==> config.mk <==
export PLATFORM = sky130hd
export DESIGN_NAME = mq_cmd_queue
export DESIGN_NICKNAME = d
export VERILOG_FILES = /design/src/rtl/mq_pkg.sv /design/src/rtl/mq_fifo.sv /design/src/rtl/mq_exec.sv /design/src/rtl/mq_cmd_queue.sv
export SDC_FILE = /design/constraint.sdc
export NUM_CORES = 1
export LEC_CHECK = 0
export ABC_CLOCK_PERIOD_IN_PS = 9990
export BUFFER_PORTS_ARGS = -buffer_cell sky130_fd_sc_hd__buf_2
export CAP_MARGIN = 0
export CORE_ASPECT_RATIO = 1.25
export CORE_MARGIN = 4
export CORE_UTILIZATION = 58
export DETAILED_ROUTE_END_ITERATION = 10
export GPL_TIMING_DRIVEN = 0
export PLACE_DENSITY = 0.88
export SYNTH_ARGS = -nofsm -noshare
export SYNTH_HDL_FRONTEND = slang
export SYNTH_SLANG_ARGS = --single-unit
==> constraint.sdc <==
create_clock -name clk_i -period 9.99 [get_ports clk_i]
set_input_delay 1.4985 -clock clk_i [delete_from_list [all_inputs] [get_ports clk_i]]
set_output_delay 1.4985 -clock clk_i [all_outputs]
set_load 0.03 [all_outputs]
==> src/rtl/mq_pkg.sv <==
package mq_pkg;
  localparam int MID_W = 4;

  localparam logic [11:0] OFS_PRIM = 12'h244;
  localparam logic [11:0] OFS_MODE = 12'h248;
  localparam logic [11:0] OFS_ADDR = 12'h24C;
  localparam logic [11:0] OFS_SIZE = 12'h250;
  localparam logic [11:0] OFS_WAY  = 12'h258;
  localparam logic [11:0] OFS_RES  = 12'h25C;
  localparam logic [11:0] OFS_STAT = 12'h260;

  localparam logic [31:0] PRIM_SYNC = 32'h8;
  localparam int NOTIFY_BIT = 15;

  typedef struct packed {
    logic [MID_W-1:0] mid;
    logic [31:0]      mode;
    logic [31:0]      addr;
    logic [31:0]      size;
    logic [31:0]      way;
  } cmd_t;
endpackage

==> src/rtl/mq_fifo.sv <==
module mq_fifo #(
  parameter int W     = 8,
  parameter int DEPTH = 2,
  localparam int PTR_W = (DEPTH > 1) ? $clog2(DEPTH) : 1,
  localparam int CNT_W = $clog2(DEPTH + 1)
) (
  input  logic         clk_i,
  input  logic         rst_ni,
  input  logic         push_i,
  input  logic [W-1:0] din_i,
  input  logic         pop_i,
  output logic [W-1:0] dout_o,
  output logic         empty_o,
  output logic         full_o
);
  logic [W-1:0]     mem_q [DEPTH];
  logic [PTR_W-1:0] wp_q, rp_q;
  logic [CNT_W-1:0] cnt_q;

  function automatic logic [PTR_W-1:0] nxt(input logic [PTR_W-1:0] p);
    return (int'(p) == DEPTH - 1) ? '0 : p + 1'b1;
  endfunction

  assign empty_o = (cnt_q == '0);
  assign full_o  = (cnt_q == CNT_W'(DEPTH));
  assign dout_o  = mem_q[rp_q];

  always_ff @(posedge clk_i or negedge rst_ni) begin
    if (!rst_ni) begin
      wp_q  <= '0;
      rp_q  <= '0;
      cnt_q <= '0;
    end else begin
      if (push_i) wp_q <= nxt(wp_q);
      if (pop_i)  rp_q <= nxt(rp_q);
      if (push_i && !pop_i)      cnt_q <= cnt_q + 1'b1;
      else if (pop_i && !push_i) cnt_q <= cnt_q - 1'b1;
    end
  end

  always_ff @(posedge clk_i) begin
    if (push_i) mem_q[wp_q] <= din_i;
  end

  assert_no_overflow_R4: assert property (@(posedge clk_i) disable iff (!rst_ni)
    push_i |-> !full_o);
  assert_no_underflow_R5: assert property (@(posedge clk_i) disable iff (!rst_ni)
    pop_i |-> !empty_o);
endmodule

==> src/rtl/mq_exec.sv <==
module mq_exec #(
  parameter int EXEC_LAT = 8,
  parameter int MID_W    = 4,
  localparam int LAT_W   = $clog2(EXEC_LAT + 1)
) (
  input  logic             clk_i,
  input  logic             rst_ni,
  input  logic             cmd_valid_i,
  input  logic [MID_W-1:0] cmd_mid_i,
  input  logic             cmd_notify_i,
  output logic             pop_o,
  output logic             idle_o,
  output logic             done_o,
  output logic [MID_W-1:0] done_mid_o,
  output logic             done_notify_o
);
  logic             busy_q;
  logic [LAT_W-1:0] cnt_q;
  logic [MID_W-1:0] mid_q;
  logic             notify_q;

  assign pop_o         = cmd_valid_i && !busy_q;
  assign idle_o        = !busy_q;
  assign done_o        = busy_q && (cnt_q == '0);
  assign done_mid_o    = mid_q;
  assign done_notify_o = notify_q;

  always_ff @(posedge clk_i or negedge rst_ni) begin
    if (!rst_ni) begin
      busy_q   <= 1'b0;
      cnt_q    <= '0;
      mid_q    <= '0;
      notify_q <= 1'b0;
    end else if (pop_o) begin
      busy_q   <= 1'b1;
      cnt_q    <= LAT_W'(EXEC_LAT - 1);
      mid_q    <= cmd_mid_i;
      notify_q <= cmd_notify_i;
    end else if (busy_q) begin
      if (cnt_q == '0) busy_q <= 1'b0;
      else             cnt_q  <= cnt_q - 1'b1;
    end
  end

  assert_hold_until_done_R5: assert property (@(posedge clk_i) disable iff (!rst_ni)
    (busy_q && cnt_q != '0) |=> (busy_q && $stable(mid_q)));
endmodule

==> src/rtl/mq_cmd_queue.sv <==
module mq_cmd_queue
  import mq_pkg::*;
#(
  parameter int NUM_MASTERS = 4,
  parameter int FIFO_DEPTH  = 2,
  parameter int EXEC_LAT    = 8,
  localparam int CNT_W      = $clog2(FIFO_DEPTH + 2)
) (
  input  logic             clk_i,
  input  logic             rst_ni,
  input  logic             bus_req_i,
  input  logic             bus_we_i,
  input  logic [11:0]      bus_addr_i,
  input  logic [31:0]      bus_wdata_i,
  input  logic [MID_W-1:0] bus_mid_i,
  output logic             bus_ready_o,
  output logic [31:0]      bus_rdata_o,
  output logic             disp_valid_o,
  output logic [MID_W-1:0] disp_mid_o,
  output logic [31:0]      disp_mode_o,
  output logic [31:0]      disp_addr_o,
  output logic [31:0]      disp_size_o,
  output logic [31:0]      disp_way_o
);
  // staging area and lock
  logic             lock_q;
  logic [MID_W-1:0] owner_q;
  logic [31:0]      mode_q, addr_q, size_q, way_q;
  logic             sync_q;

  logic [NUM_MASTERS-1:0] oe_q, err_q, ef_q;
  logic [CNT_W-1:0]       pend_q [NUM_MASTERS];

  logic fifo_empty, fifo_full, fifo_pop;
  logic exec_idle, exec_done, exec_notify;
  logic [MID_W-1:0] exec_mid;
  cmd_t head, staged;

  logic mid_ok, acc, wr, rd, is_owner, take, deny, own_wr;
  logic res_rd, commit, reject_full, release_lk, drained, prim_rd;

  assign mid_ok   = int'(bus_mid_i) < NUM_MASTERS;
  assign drained  = fifo_empty && exec_idle;
  assign prim_rd  = bus_req_i && !bus_we_i && (bus_addr_i == OFS_PRIM);
  assign bus_ready_o = !(prim_rd && sync_q && !drained);

  assign acc      = bus_req_i && bus_ready_o && mid_ok;
  assign wr       = acc && bus_we_i;
  assign rd       = acc && !bus_we_i;
  assign is_owner = lock_q && (owner_q == bus_mid_i);
  assign take     = wr && (bus_addr_i == OFS_MODE) && !lock_q;
  assign deny     = wr && (bus_addr_i == OFS_MODE) && lock_q && !is_owner;
  assign own_wr   = wr && is_owner;
  assign res_rd   = rd && (bus_addr_i == OFS_RES);
  assign commit      = res_rd && is_owner && !fifo_full;
  assign reject_full = res_rd && is_owner && fifo_full;
  assign release_lk  = res_rd && is_owner;

  assign staged = '{mid: owner_q, mode: mode_q, addr: addr_q, size: size_q, way: way_q};

  always_ff @(posedge clk_i or negedge rst_ni) begin
    if (!rst_ni) begin
      lock_q  <= 1'b0;
      owner_q <= '0;
      mode_q  <= '0;
      addr_q  <= '0;
      size_q  <= '0;
      way_q   <= '0;
      sync_q  <= 1'b0;
    end else begin
      if (take) begin
        lock_q  <= 1'b1;
        owner_q <= bus_mid_i;
        mode_q  <= bus_wdata_i;
      end else if (own_wr) begin
        unique case (bus_addr_i)
          OFS_MODE: mode_q <= bus_wdata_i;
          OFS_ADDR: addr_q <= bus_wdata_i;
          OFS_SIZE: size_q <= bus_wdata_i;
          OFS_WAY:  way_q  <= bus_wdata_i;
          default: ;
        endcase
      end
      if (release_lk) lock_q <= 1'b0;
      if (wr && bus_addr_i == OFS_PRIM && bus_wdata_i == PRIM_SYNC) sync_q <= 1'b1;
      else if (rd && bus_addr_i == OFS_PRIM) sync_q <= 1'b0;
    end
  end

  for (genvar g = 0; g < NUM_MASTERS; g++) begin : g_mst
    logic hit;
    assign hit = (bus_mid_i == MID_W'(g));
    logic dn;
    assign dn = exec_done && (exec_mid == MID_W'(g));

    always_ff @(posedge clk_i or negedge rst_ni) begin
      if (!rst_ni) begin
        oe_q[g]   <= 1'b0;
        err_q[g]  <= 1'b0;
        ef_q[g]   <= 1'b0;
        pend_q[g] <= '0;
      end else begin
        if (hit && deny) oe_q[g] <= 1'b1;
        else if (hit && res_rd && !is_owner) oe_q[g] <= 1'b0;

        if (hit && (deny || reject_full)) err_q[g] <= 1'b1;
        else if (hit && wr && bus_addr_i == OFS_STAT && bus_wdata_i[1]) err_q[g] <= 1'b0;

        if (dn && exec_notify) ef_q[g] <= 1'b1;
        else if (hit && wr && bus_addr_i == OFS_STAT && bus_wdata_i[2]) ef_q[g] <= 1'b0;

        pend_q[g] <= pend_q[g] + CNT_W'(hit && commit) - CNT_W'(dn);
      end
    end

    assert_done_has_pending_R6: assert property (@(posedge clk_i) disable iff (!rst_ni)
      dn |-> (pend_q[g] != '0));
  end

  always_comb begin
    logic s_oe, s_err, s_ef, s_busy;
    s_oe = 1'b0; s_err = 1'b0; s_ef = 1'b0; s_busy = 1'b0;
    for (int m = 0; m < NUM_MASTERS; m++) begin
      if (bus_mid_i == MID_W'(m)) begin
        s_oe   = oe_q[m];
        s_err  = err_q[m];
        s_ef   = ef_q[m];
        s_busy = (pend_q[m] != '0);
      end
    end
    bus_rdata_o = '0;
    if (bus_addr_i == OFS_RES)
      bus_rdata_o = is_owner ? {30'b0, fifo_full, 1'b0} : {31'b0, s_oe};
    else if (bus_addr_i == OFS_STAT)
      bus_rdata_o = {29'b0, s_ef, s_err, s_busy};
  end

  mq_fifo #(.W($bits(cmd_t)), .DEPTH(FIFO_DEPTH)) u_fifo (
    .clk_i   (clk_i),
    .rst_ni  (rst_ni),
    .push_i  (commit),
    .din_i   (staged),
    .pop_i   (fifo_pop),
    .dout_o  (head),
    .empty_o (fifo_empty),
    .full_o  (fifo_full)
  );

  mq_exec #(.EXEC_LAT(EXEC_LAT), .MID_W(MID_W)) u_exec (
    .clk_i         (clk_i),
    .rst_ni        (rst_ni),
    .cmd_valid_i   (!fifo_empty),
    .cmd_mid_i     (head.mid),
    .cmd_notify_i  (head.mode[NOTIFY_BIT]),
    .pop_o         (fifo_pop),
    .idle_o        (exec_idle),
    .done_o        (exec_done),
    .done_mid_o    (exec_mid),
    .done_notify_o (exec_notify)
  );

  assign disp_valid_o = fifo_pop;
  assign disp_mid_o   = head.mid;
  assign disp_mode_o  = head.mode;
  assign disp_addr_o  = head.addr;
  assign disp_size_o  = head.size;
  assign disp_way_o   = head.way;

  assert_lock_hold_R1: assert property (@(posedge clk_i) disable iff (!rst_ni)
    (lock_q && !release_lk) |=> (lock_q && $stable(owner_q)));
  assert_staging_frozen_R2: assert property (@(posedge clk_i) disable iff (!rst_ni)
    (lock_q && !(bus_req_i && bus_we_i && bus_mid_i == owner_q)) |=> $stable(addr_q));
  assert_sync_drained_R9: assert property (@(posedge clk_i) disable iff (!rst_ni)
    (prim_rd && sync_q && bus_ready_o) |-> (fifo_empty && exec_idle));
endmodule

# After elaboration in Yosys (flattened, before gate mapping)
# Memory sizes are Yosys's and may differ from the RTL's.
# Cells that the tools add are included.
dict set report totals {
  register_bits 168
  ramBits 264
  n_memories 1
}
dict set report op_classes {
  n_addsub 13
  order_cmp 1
  n_eq_ne 17
  n_mux 62
  bitwise 1
  n_reduce_logical 112
}
# name depth width rd rd_clocked_by_memory_dff write_ports line_no
set mem_list {}
lappend mem_list {u_fifo.mem_q 2 132 1 0 1 mq_fifo.sv:16} ;# logic [W-1:0] mem_q [DEPTH];
# cell n
set op_table {}
lappend op_table {{32-bit 2-to-1 mux} 3}
lappend op_table {{12-bit by 10-bit equality test with 1-bit output, second input constant} 7}
lappend op_table {{1-bit logical AND} 70}
lappend op_table {{1-bit 2-to-1 mux} 51}
lappend op_table {{2-bit nonzero test} 22}
lappend op_table {{32-bit by 4-bit equality test with 1-bit output, second input constant} 1}
lappend op_table {{4-bit by 2-bit equality test with 1-bit output, second input constant} 4}
lappend op_table {{4-bit logical NOT} 3}
lappend op_table {{4-bit 2-to-1 mux} 3}
lappend op_table {{1-bit logical NOT} 10}
lappend op_table {{3-bit AND reduction} 3}
lappend op_table {{2-bit by 1-bit adder with 2-bit output} 4}
lappend op_table {{4-bit by 1-bit equality test with 1-bit output, second input constant} 2}
lappend op_table {{2-bit by 1-bit subtractor with 2-bit output} 4}
lappend op_table {{2-bit 2-to-1 mux} 3}
lappend op_table {{3-bit 2-to-1 mux} 2}
lappend op_table {{4-bit equality test} 1}
lappend op_table {{4-bit by 3-bit < comparator with 1-bit output, second input constant} 1}
lappend op_table {{2-bit AND reduction} 2}
lappend op_table {{4-bit by 1-bit subtractor with 4-bit output, second input constant} 1}
lappend op_table {{1-bit adder, second input constant} 2}
lappend op_table {{2-bit by 1-bit adder with 2-bit output, second input constant} 1}
lappend op_table {{2-bit equality test, second input constant} 1}
lappend op_table {{2-bit logical NOT} 1}
lappend op_table {{4 further kinds} 4}

# Logic depth before layout (Yosys ltp)
# Gate-level depths: netlist (run 1).
dict set report depth {
  word_depth 16
  mapped_depth 10
  depth_no_buf 10
}

# Modules after synthesis
# Synthesis (run 1) repeated with hierarchy kept, for this count alone.
dict set report unflattened {
  hier_cells 967
  area_unflattened_um2 17352.9
}
# mod instances cells_per_inst area_per_inst_um2 seq_area_each_um2
set by_module_without_submodules {}
lappend by_module_without_submodules {mq_fifo 1 427 9994.6 8027.7}
lappend by_module_without_submodules {mq_cmd_queue 1 501 6879.1 3853.7}
lappend by_module_without_submodules {mq_exec 1 39 479.2 250.2}

# Worst setup path before layout (run 1)
# Ideal clock, no wire load.
dict set report synth_path {
  kind {input-to-reg}
  startpoint {input bus_addr_i[1]}
  endpoint {memory u_fifo.mem_q[0][0] (netlist name) (enable)}
  arrival_ps 8662
  path_slack_ps 687
  stages 4
  path_buffers 0
  path_cell_list {or4b_1 or3_1 nor4_4 nor2b_1}
}
dict set report synth_via {
  elab_chain_cells 13
  word_cells_on_any_way 14
  classes_between {eq/ne: 2; mux: 2; reduce/logical: 10}
}
# item line_no
set synth_rtl {}
lappend synth_rtl {{start: declaration} mq_cmd_queue.sv:13} ;# input logic [11:0] bus_addr_i,
lappend synth_rtl {{12-bit by 10-bit equality test with 1-bit output} mq_cmd_queue.sv:44} ;# assign prim_rd = bus_req_i && !bus_we_i && (bus_addr_i == OFS_PRIM);
lappend synth_rtl {{1-bit logical AND} mq_cmd_queue.sv:44}
lappend synth_rtl {{1-bit logical AND (2 in a row)} mq_cmd_queue.sv:45} ;# assign bus_ready_o = !(prim_rd && sync_q && !drained);
lappend synth_rtl {{1-bit logical NOT} mq_cmd_queue.sv:45}
lappend synth_rtl {{1-bit logical AND (2 in a row)} mq_cmd_queue.sv:47} ;# assign acc = bus_req_i && bus_ready_o && mid_ok;
lappend synth_rtl {{1-bit logical AND} mq_cmd_queue.sv:49} ;# assign rd = acc && !bus_we_i;
lappend synth_rtl {{1-bit logical AND (*)} mq_cmd_queue.sv:54} ;# assign res_rd = rd && (bus_addr_i == OFS_RES);
lappend synth_rtl {{1-bit logical AND (*) (2 in a row)} mq_cmd_queue.sv:55} ;# assign commit = res_rd && is_owner && !fifo_full;
lappend synth_rtl {{1-bit 2-to-1 mux (*)} mq_fifo.sv:42} ;# if (push_i) mem_q[wp_q] <= din_i;
lappend synth_rtl {{1-bit 2-to-1 mux (implied by the code) (*)} mq_fifo.sv:42}
lappend synth_rtl {{end: declaration} mq_fifo.sv:16}
# Every way passes the cells marked *; elsewhere a longest branch is shown, timed or not.

# Worst setup path in the final report (run 1)
dict set report layout_path {
  startpoint {input bus_addr_i[1]}
  endpoint {output bus_rdata_o[1]}
}
dict set report layout_via {
  elab_chain_cells 3
  word_cells_on_any_way 4
  classes_between {eq/ne: 2; mux: 2}
}
# item line_no
set layout_rtl {}
lappend layout_rtl {{12-bit by 10-bit equality test with 1-bit output} mq_cmd_queue.sv:134} ;# else if (bus_addr_i == OFS_STAT)
lappend layout_rtl {{3-bit 2-to-1 mux} mq_cmd_queue.sv:134}
lappend layout_rtl {{3-bit 2-to-1 mux (*)} mq_cmd_queue.sv:132} ;# if (bus_addr_i == OFS_RES)
lappend layout_rtl {{end: declaration} mq_cmd_queue.sv:17} ;# output logic [31:0] bus_rdata_o,
# Marked as above.

==> summary.md, run 1 <==
| Metric | Value |
|---|---|
| Status | completed |
| Post-Synth Adder-Cell Area | 0.008056 |
| Worst reg2reg endpoint | u_fifo.mem_q[0][67] |
| CTS Buf Count | 40 |
| Most numerous cell in the Yosys netlist | edfxtp_1 |
| Core Area | 29170 µm² |
| Count of final setup violators | 0 |
| Slew Viols, Final | 0 |
| CP Class | in2out |
| Hold EP | u_fifo.mem_q[0][4] |
| Hold path cells | 0 |
| Post-synthesis mux area share | 0.1852 |
| Share of cells above drive strength 1 | 0.4464 |
| Post-Place Cell Area | 18800 µm² |
| Post_cts resized | 0 |
| Largest net degree at the start of global routing | 94 |
| Synth warn | 0 |
| I/O pins | 218 |
| Skew-Pair Late Insertion Delay | 0.54 ns |
| Ant diodes | 0 |
| Wire per inst | 22.36 µm |
| Yosys cell types | 57 |
| Setup WS pre-CTS | 5.125 ns |
| Register area share after synthesis | 0.7101 |
| Nets | 1299 |
| Number of synthesized flops with an enable pin | 264 |
| Final hold violation count | 0 |
| Synth Area in XOR/XNOR | 0.009741 |
| Clock skew | 0.02409 ns |
| Grt ovf | 0 |
| FF+latch count, synth | 432 |
| Minimum clock period | 4.852 ns |
| Pwr Total | 3.914 mW |
| Area Overhead vs Synth | 17.68% |
| Final Cycle Share | 0.4856 |
| Syn Inst Count | 977 |
| Via density | 5.546 |
| Post-synth top area share | 0.4640 |
| Finished Cell Area | 20100 µm² |
| HPWL after DPL | 24.59 mm |
| Largest family of logic cells by synthesized area | multiplexers |
| Worst Setup End Kind | primary output |
| Dominant cell type by area after synthesis | edfxtp_1 |
| R2r startpoint | owner_q[2] |
| Leakage | 9.432 nW |
| Top post-synthesis cells by area | edfxtp_1, dfrtp_1, mux2_2, mux2_4, buf_4 |
| Drt first-iter violations | 586 |
| CP startpoint kind | input port |
| DR vias | 9229 |
| Vias in the first global route | 9637 |
| Postcts setup bufs | 0 |
| Min-delay src | way_q[4] |
| WHS | 0.4547 ns |
| Max_cap viols | 0 |
| Mapped cell area | 17080 µm² |
| Slew at the pin with the worst max-slew slack | 1.085 ns |
| CTS max path bufs | 3 |
| Area of the multi-input gates | 4582 µm² |
| R2R Setup Slk | 6.85 ns |
| Global-route wire length before repair | 55.82 mm |
| GP Congestion | 0.8436 |
| RSZ-0062 raised after global routing | false |
| Reg2Reg Depth | 7 |
| Top post-synthesis cells by count | edfxtp_1, mux2_2, dfrtp_1 |
| Initial core utilization | 0.5858 |
| Worst hold-check path type | reg2reg |
| Crit-path max FO | 5 |
| Std cell rows | 70 |
| H-tree levels | 2 |
| Pwr Density | 194.7 nW/µm² |
| Simple-Gate Fraction of Synth Area | 0.04306 |
| Initial antenna violation count | 1 |
| Num Clock Sinks | 432 |
| Die area | 32280 µm² |
| DRT antenna net count | 0 |
| DRT Wirelength | 37.20 mm |
| Peak VDD IR | 0.0001637 V |
| Die Width | 161.5 µm |
| Synth Area in Compound Gates | 0.01516 |
| Top FF cell, synth | edfxtp_1 |
| Fmax | 206.1 MHz |
| Setup ws final | 5.138 ns |
| CTS tree | done |
| Router iterations before antenna repair | 5 |
| Gr usage total | 0.2281 |
| CTS Root Buffer Type | clkbuf_16 |
| DRC Markers | 0 |
| Worst Path Required | 8.49 ns |
| Die Ht | 199.9 µm |
| Relative slew slack | 0.2662 |
| Clk slew on worst S/H paths | 0.06 ns |
| Post-synth ARST share | 0.3889 |
| Syn Area/Cell | 17.49 µm² |
| Worst EP arrival | 3.35 ns |
| Fillers | 1884 |
| Hold-fix buffers, CTS | 0 |
| Port bufs | 181 |
| Seq. cell area | 12130 µm² |
==> cells by family (layout without fill, tap and decap cells) <==
| logic type | count (synthesis) | after routing |
|---|---|---|
| adder cells (fa/ha/maj) | 11 | 11 |
| flip-flops | 432 | 432 |
| buffers and inverters | 86 | 349 |
| AND/OR/NAND/NOR | 117 | 117 |
| XOR/XNOR | 19 | 19 |
| AO/OA/AOI/OAI | 42 | 42 |
| other | 1 | 29 |
| multiplexers | 269 | 269 |
==> layout make-up <==
cell class / instances / share of cell area
sequential: 432 / 0.6034
buffer: 70 / 0.02116
multi-input combinational: 487 / 0.2279
timing repair buffer: 189 / 0.05502
clock buffer: 56 / 0.05583
clock inverter: 18 / 0.009024
inverter: 16 / 0.002987
tap: 396 / 0.02465
==> how the worst max path moves through the flow <==
stage | start | to | slack, ns | cells after the start
finish | bus_addr_i[1] | bus_rdata_o[1] | 5.14 | 6
global route | bus_addr_i[1] | bus_rdata_o[1] | 5.00 | 6
CTS | bus_addr_i[1] | bus_rdata_o[1] | 5.11 | 6
detailed placement | bus_addr_i[1] | bus_rdata_o[1] | 5.12 | 6
global placement | bus_addr_i[1] | u_fifo.mem_q[0][107] | -2.97 | 5
floorplan | bus_addr_i[1] | u_fifo.mem_q[0][0] | 0.69 | 4
==> metrics by stage <==
| step | TNS, ns | utilization | instances |
|---|---|---|---|
| 4_1_cts | 0 | 0.6893 | 1664 |
| 6_report | 0 | 0.6893 | 1664 |
| 2_1_floorplan | 0 | - | 1005 |
| 3_3_place_gp | -390.48 | 0.6374 | 1582 |
| 3_5_place_dp | 0 | 0.6446 | 1590 |
| 5_1_grt | 0 | 0.6893 | 1664 |
==> state kept, by name, summed over array words and instances, names as in the netlist <==
name,count
u_fifo.cnt_q,2
u_exec.done_mid_o,4
way_q,32
sync_q,1
u_fifo.rp_q,1
size_q,32
u_exec.busy_q,1
pend_q,8
lock_q,1
u_fifo.mem_q,264
u_fifo.wp_q,1
addr_q,32
ef_q,4
u_exec.done_notify_o,1
owner_q,4
u_exec.cnt_q,4
err_q,4
oe_q,4
mode_q,32
==> power by group <==
group,internal (mW),switching [mW]
registers,1.91,0.0324
logic,0.173,0.283
clock network,0.869,0.642
total,2.96,0.957
==> cells in the final DEF, fill, tap and decap left out, drive strengths merged, types with 6 or more instances in the layout <==
cell type,count
a211oi,7
buf,240
clkbuf,75
clkinv,12
conb,29
dfrtp,168
edfxtp,264
ha,11
inv,18
mux2,267
nand2,16
nand3,11
nand4,10
nor2,20
nor2b,6
nor3,10
nor4,13
nor4b,7
o21ai,20
xnor2,17
==> worst max-delay path: stages <==
cell     delay, ns
buf_2         0.13
nor4b_1       0.72
and3_1        0.28
nand4_1       0.12
o32ai_1       0.33
buf_2         0.27
==> routing by layer <==
| layer | vias up | track usage | wire, µm | part of all wire |
|---|---|---|---|---|
| met1 | 4697 | 0.2777 | 14220 | 0.38 |
| met5 | - | 0 | 13 | 0.00035 |
| li1 | 4144 | - | - | - |
| met2 | 298 | 0.4089 | 19600 | 0.53 |
| met4 | 2 | 0.09798 | 1576 | 0.042 |
| met3 | 88 | 0.03553 | 1788 | 0.048 |
No activity file was read; power rests on OpenSTA's default activity.
==> run 2: changes to the inputs <==
ABC_AREA = 1   (was default)
ABC_CLOCK_PERIOD_IN_PS = 4890   (was 9990)
clock period = 4.89 ns   (was 9.99 ns; I/O delays follow)
==> summary.md, run 2 <==
| Metric | Value |
|---|---|
| Post-synth top area share | 0.4620 (-0.002064) |
| Fmax | 270.6 MHz |
| Postcts setup bufs | 0 (unchanged) |
| Yosys cell types | 37 (-35%) |
| Area Overhead vs Synth | 18.49% |
| Port bufs | 187 (+3.3%) |
| Syn Inst Count | 1508 (+54%) |
| Worst Path Required | 4.16 ns (-4.33 ns) |
| R2r startpoint | u_exec.busy_q |
| Largest family of logic cells by synthesized area | simple AND/OR/NAND/NOR gates |
| Std cell rows | 70 (unchanged) |
| Synth warn | 0 (unchanged) |
| Comb pwr share | 0.118 (+0.002) |
| Top FF cell, synth | edfxtp_1 |
| Util after Layout | 0.6951 (+0.005763) |
| Worst Setup End Kind | primary output |
| GP Congestion | 0.8395 (-0.49%) |
| Crit path launch | u_fifo.rp_q |
| Global-route wire length before repair | 67.08 mm (+20%) |
| Wire per inst | 19.64 µm (-12%) |
| H-tree levels | 2 (unchanged) |
| Num Clock Sinks | 432 (unchanged) |
| Setup ws final | 1.195 ns (-3.943 ns) |
| Dominant cell type by area after synthesis | edfxtp_1 |
| Largest net degree at the start of global routing | 91 (-3.2%) |
| CTS max path bufs | 3 (unchanged) |
| Fillers | 1961 (+4.1%) |
| Worst EP arrival | 2.96 ns (-0.39 ns) |
| Skew-Pair Late Insertion Delay | 0.52 ns (-0.02 ns) |
| Via density | 5.449 (-1.8%) |
| Most frequent cells in the layout | nand2_1, edfxtp_1, buf_2, dfrtp_1, inv_1 |
| Post-Synth Adder-Cell Area | 0.008020 (-0.00003583) |
| Drt first-iter violations | 1219 (+110%) |
| Vias in the first global route | 12300 (+28%) |
| Post-synthesis mux area share | 0 (-0.1852) |
| Leakage | 9.981 nW (+5.8%) |
| Die Ht | 200.3 µm (+0.22%) |
| Pwr Density | 401.2 nW/µm² (+110%) |
| Total negative setup slack | 0 ns (unchanged) |
| DR vias | 11990 (+30%) |
| Psw | 2.136 mW (+120%) |
| Syn Area/Cell | 11.38 µm² (-35%) |
| Crit-path max FO | 10 (+5) |
| Clock network power share | 0.398 (+0.012) |
| Count of final setup violators | 0 (unchanged) |
| CP startpoint kind | flop |
| Initial core utilization | 0.5866 (+0.0008553) |
| HPWL after DPL | 29.19 mm (+19%) |
| DRT Wirelength | 43.23 mm (+16%) |
| Final hold violation count | 0 (unchanged) |
| Simple-Gate Fraction of Synth Area | 0.1686 (+0.1256) |
| Finished Cell Area | 20330 µm² (+1.1%) |
| Final Cycle Share | 0.7556 |
| WHS | 0.1863 ns (-0.2684 ns) |
| Register area share after synthesis | 0.7070 (-0.003158) |
| Clk slew on worst S/H paths | 0.07 ns (about the same) |
| FF+latch count, synth | 432 (unchanged) |
| Minimum clock period | 3.695 ns |
| Initial antenna violation count | 0 (-1) |
| Post_cts resized | 0 (unchanged) |
| Peak VDD IR | 0.0002624 V (+60%) |
| Final cell count without fillers | 2201 (+32%) |
| Switching share of power | 0.2619 (+0.01733) |
| Setup WS pre-CTS | 1.147 ns (-3.977 ns) |
| Synth Area in XOR/XNOR | 0.005614 (-0.004126) |
| Status | completed |
| Number of synthesized flops with an enable pin | 264 (unchanged) |
| Core Area | 29250 µm² (+0.30%) |
| Top post-synthesis cells by area | edfxtp_1, dfrtp_1, nand2_1, o21ai_1, o21ai_2 |
| Slew at the pin with the worst max-slew slack | 0.7959 ns (-0.2895 ns) |
| CTS Root Buffer Type | clkbuf_16 |
| Most common cell after layout, fill and taps aside | nand2_1 |
| Slew Viols, Final | 0 (unchanged) |
| I/O pins | 218 (unchanged) |
| Share of cells above drive strength 1 | 0.2100 (-0.2364) |
| Ant diodes | 0 (unchanged) |
| Most numerous cell in the Yosys netlist | nand2_1 |
| RSZ-0062 raised after global routing | false |
| CTS Buf Count | 40 (unchanged) |
| Internal Power | 6.021 mW (+100%) |
| Die area | 32420 µm² (+0.43%) |
| Hold-fix buffers, CTS | 0 (unchanged) |
| Max reg flops | 264 (unchanged) |
| Gr usage total | 0.2644 (+0.03624) |
| Pwr Total | 8.158 mW (+110%) |
| Nets | 1838 (+41%) |
| Post-synth ARST share | 0.3889 (unchanged) |
| Mapped cell area | 17160 µm² (+0.45%) |
| Grt ovf | 0 (unchanged) |
| Router iterations before antenna repair | 6 (+1) |
| Max_cap viols | 0 (unchanged) |
| Worst hold-check path type | in2async |
| CTS tree | done |
| Biggest register | u_fifo.mem_q |
| Placed Instances | 2129 (+34%) |
| Relative slew slack | 0.4694 (+0.2032) |
| Synth Area in Compound Gates | 0.05694 (+0.04178) |
| Clock skew | 0.01143 ns (-0.01266 ns) |
| Post-Place Cell Area | 18940 µm² (+0.77%) |
| Top post-synthesis cells by count | nand2_1, edfxtp_1, dfrtp_1 |
| DRC Markers | 0 (unchanged) |
| CP Class | reg2out |
| Die Width | 161.9 µm (+0.21%) |
| DRT antenna net count | 0 (unchanged) |
| Reg power frac | 0.484 (-0.013) |
==> run 2: critical path, cell delays in order (launching register included) <==
cell and delay (ns):
dfrtp_1 0.34, clkbuf_1 0.32, clkbuf_1 0.65, clkbuf_1 0.55, nand2_1 0.20, nand2_1 0.16, buf_2 0.21
==> run 2: worst paths after layout <==
path                                       endpoint  slack [ns]  depth (start not counted)
max in group asynchronous                 size_q[9]        3.82                          2
worst max register to register  u_fifo.mem_q[1][70]        1.59                         12
worst min-delay path                     mode_q[28]        0.19                          1
worst min register to register  u_fifo.mem_q[1][54]        0.47                          0
worst max-delay path                disp_mode_o[25]        1.20                          6
min in group clk_i              u_fifo.mem_q[1][54]        0.47                          0
==> run 2: logic make-up (layout without fill, tap and decap cells) <==
| logic type | count (synthesis) | count (layout) |
|---|---|---|
| flops | 432 | 432 |
| xor+xnor | 11 | 11 |
| simple gates | 721 | 721 |
| other cells | 1 | 29 |
| fa+ha+maj | 11 | 11 |
| compound gates | 160 | 160 |
| buf+inv | 172 | 441 |
==> run 2: power by group through the flow <==
stage | Combinational (mW) | Clock [mW] | Sequential [mW]
floorplan | 0.561 | 0 | 4.00
finish | 0.963 | 3.25 | 3.94
global placement | 0.907 | 0 | 4.01
detailed placement | 0.945 | 0 | 4.01
global route | 1.03 | 3.41 | 3.95
CTS | 0.958 | 3.26 | 3.94
==> run 2: area by class of cell <==
type                            instances  area (µm²)  area share
Multi-Input combinational cell        932        4229      0.2080
Sequential cell                       432       12130      0.5966
Inverter                               87       326.6     0.01606
Timing Repair Buffer                  197        1169     0.05747
Clock buffer                           57        1206     0.05932
Clock inverter                         15       182.7    0.008984
Tap cell                              396       495.5     0.02437
Buffer                                 85       593.1     0.02917
==> run 2: per-layer routing <==
| metal | vias to the layer above | global-route usage | share of wire |
|---|---|---|---|
| met5 | - | 0 | 0 |
| met4 | 0 | 0.08552 | 0.031 |
| met3 | 93 | 0.03396 | 0.071 |
| met2 | 589 | 0.4759 | 0.53 |
| met1 | 5859 | 0.3325 | 0.37 |
| li1 | 5452 | - | - |
==> run 3: changes to the inputs <==
ABC_CLOCK_PERIOD_IN_PS = 3600   (was 4890)
clock period = 3.6 ns   (was 4.89 ns; I/O delays follow)
==> summary.md, run 3 (same netlist as run 2, synthesis figures left out) <==
| Metric | Value |
|---|---|
| Global-route wire length before repair | 67.05 mm (about the same) |
| Max reg flops | 264 (unchanged) |
| Total negative setup slack | 0 ns (unchanged) |
| GP Congestion | 0.8787 (+4.7%) |
| Max_cap viols | 0 (unchanged) |
| Metal2 WL | 22.83 mm (-0.29%) |
| Met3 WL | 3.322 mm (+9.0%) |
| Pwr Density | 534.5 nW/µm² (+33%) |
| Most frequent cells in the layout | nand2_1, edfxtp_1, buf_2, dfrtp_1, o21ai_1 |
| CP max stage delay | 0.54 ns (-0.11 ns) |
| CP Class | reg2out |
| Largest net degree at the start of global routing | 86 (-5.5%) |
| Num Clock Sinks | 432 (unchanged) |
| Slew Viols, Final | 0 (unchanged) |
| CP startpoint kind | flop |
| Die Ht | 200.3 µm (unchanged) |
| Final Cycle Share | 0.9610 |
| M1 wire length | 15.39 mm (-3.6%) |
| Relative slew slack | 0.4373 (-0.03204) |
| HPWL after DPL | 29.75 mm (+1.9%) |
| DRT Wirelength | 43.68 mm (+1.0%) |
| Std cell rows | 70 (unchanged) |
| Worst Path Required | 3.06 ns (-1.10 ns) |
| Crit-path max FO | 10 (unchanged) |
| Share of cells above drive strength 1 | 0.2201 (+0.01009) |
| DRT antenna net count | 0 (unchanged) |
| Fillers | 1932 (-1.5%) |
| RSZ-0062 raised after global routing | false |
| Postcts setup bufs | 0 (unchanged) |
| Worst Setup End Kind | primary output |
| I/O pins | 218 (unchanged) |
| Die Width | 161.9 µm (unchanged) |
| CTS tree | done |
| Peak VDD IR | 0.0003857 V (+47%) |
| Setup WS pre-CTS | 0.4474 ns (-0.7000 ns) |
| Fmax | 289.0 MHz |
| Pwr Total | 10.84 mW (+33%) |
| Via density | 5.553 (+1.9%) |
| Minimum clock period | 3.460 ns |
| Initial core utilization | 0.5866 (unchanged) |
| Vias in the first global route | 12470 (+1.4%) |
| Area Overhead vs Synth | 18.24% |
| Router iterations before antenna repair | 5 (-1) |
| CTS Root Buffer Type | clkbuf_16 |
| Post_cts resized | 0 (unchanged) |
| Hold-fix buffers, CTS | 0 (unchanged) |
| Wire per inst | 19.85 µm (+1.1%) |
| Final hold violation count | 0 (unchanged) |
| Die area | 32420 µm² (unchanged) |
| Finished Cell Area | 20290 µm² (-0.21%) |
| Ant diodes | 0 (unchanged) |
| CTS max path bufs | 3 (unchanged) |
| Slew at the pin with the worst max-slew slack | 0.8440 ns (+0.04806 ns) |
| Post-Place Cell Area | 19010 µm² (+0.36%) |
| Most common cell after layout, fill and taps aside | nand2_1 |
| Gr usage total | 0.2649 (+0.0005625) |
| Drt first-iter violations | 1183 (-3.0%) |
| Leakage | 9.922 nW (-0.58%) |
| Status | completed |
| Port bufs | 187 (unchanged) |
| CTS Buf Count | 39 (-2.5%) |
| Nets | 1836 (-0.11%) |
| Crit-path cells | clkbuf_1 -> clkinv_1 -> clkbuf_1 -> clkbuf_1 -> nand2_1 -> nand2_1 -> buf_2 |
| Initial antenna violation count | 0 (unchanged) |
| DR vias | 12220 (+1.9%) |
| Clock skew | 0.02306 ns (+0.01162 ns) |
| DR top layer | met4 |
| Biggest register | u_fifo.mem_q |
| CP max stage cell | clkbuf_1 |
| Worst EP arrival | 2.92 ns (-0.04 ns) |
| Clk slew on worst S/H paths | 0.06 ns (about the same) |
| H-tree levels | 2 (unchanged) |
| Grt ovf | 0 (unchanged) |
| Crit path top cell by count | clkbuf_1 |
| Core Area | 29250 µm² (unchanged) |
| Count of final setup violators | 0 (unchanged) |
| Worst hold-check path type | in2async |
| Setup ws final | 0.1403 ns (-1.055 ns) |
| DRC Markers | 0 (unchanged) |
| Skew-Pair Late Insertion Delay | 0.53 ns (about the same) |
| WHS | 0.01393 ns (-0.1724 ns) |
==> run 3: worst paths after layout <==
kind,startpoint,cells after the start,slack [ns],end
worst max-delay path,u_fifo.rp_q,7,0.14,disp_mode_o[0]
worst min-delay path,rst_ni,1,0.01,mode_q[26]
worst max register to register,u_exec.busy_q,11,0.61,u_fifo.mem_q[0][76]
worst min register to register,size_q[0],0,0.46,u_fifo.mem_q[0][32]
max in group asynchronous,rst_ni,2,2.72,pend_q[5]
min in group clk_i,bus_mid_i[0],3,0.37,owner_q[0]
==> run 3: final cells by class <==
cell class	instances	area, µm²	area share
multi-input combinational	932	4314	0.2126
clock buffer	47	1057	0.05211
inverter	87	345.3	0.01702
timing repair buffer	196	1134	0.05587
tap	396	495.5	0.02442
sequential	432	12130	0.5979
buffer	85	593.1	0.02923
clock inverter	25	220.2	0.01085
==> run 3: routing by layer <==
metal,up-vias,GRT usage
li1,5456,-
met1,5956,0.3192
met2,658,0.4666
met3,146,0.04013
met4,0,0.1272
met5,-,0
==> run 3: critical path, delay by kind of cell, from the launching register on <==
family,cells,cell delay [ns]
and+or+nand+nor,2,0.36
buffers and inverters,5,1.69
DFF,1,0.36
==> run 3: per-stage QoR <==
step,cells,util
finish,2200,0.6936
floorplan,1536,-
CTS,2200,0.6936
detailed placement,2128,0.6500
global placement,2119,0.6432
global route,2200,0.6936
==> run 3: power by group <==
group / internal (mW) / total [mW] / switching [mW]
Clock: 2.33 / 4.13 / 1.80
Combinational: 0.265 / 1.35 / 1.09
Sequential: 5.29 / 5.36 / 0.0677
Total: 7.89 / 10.8 / 2.95
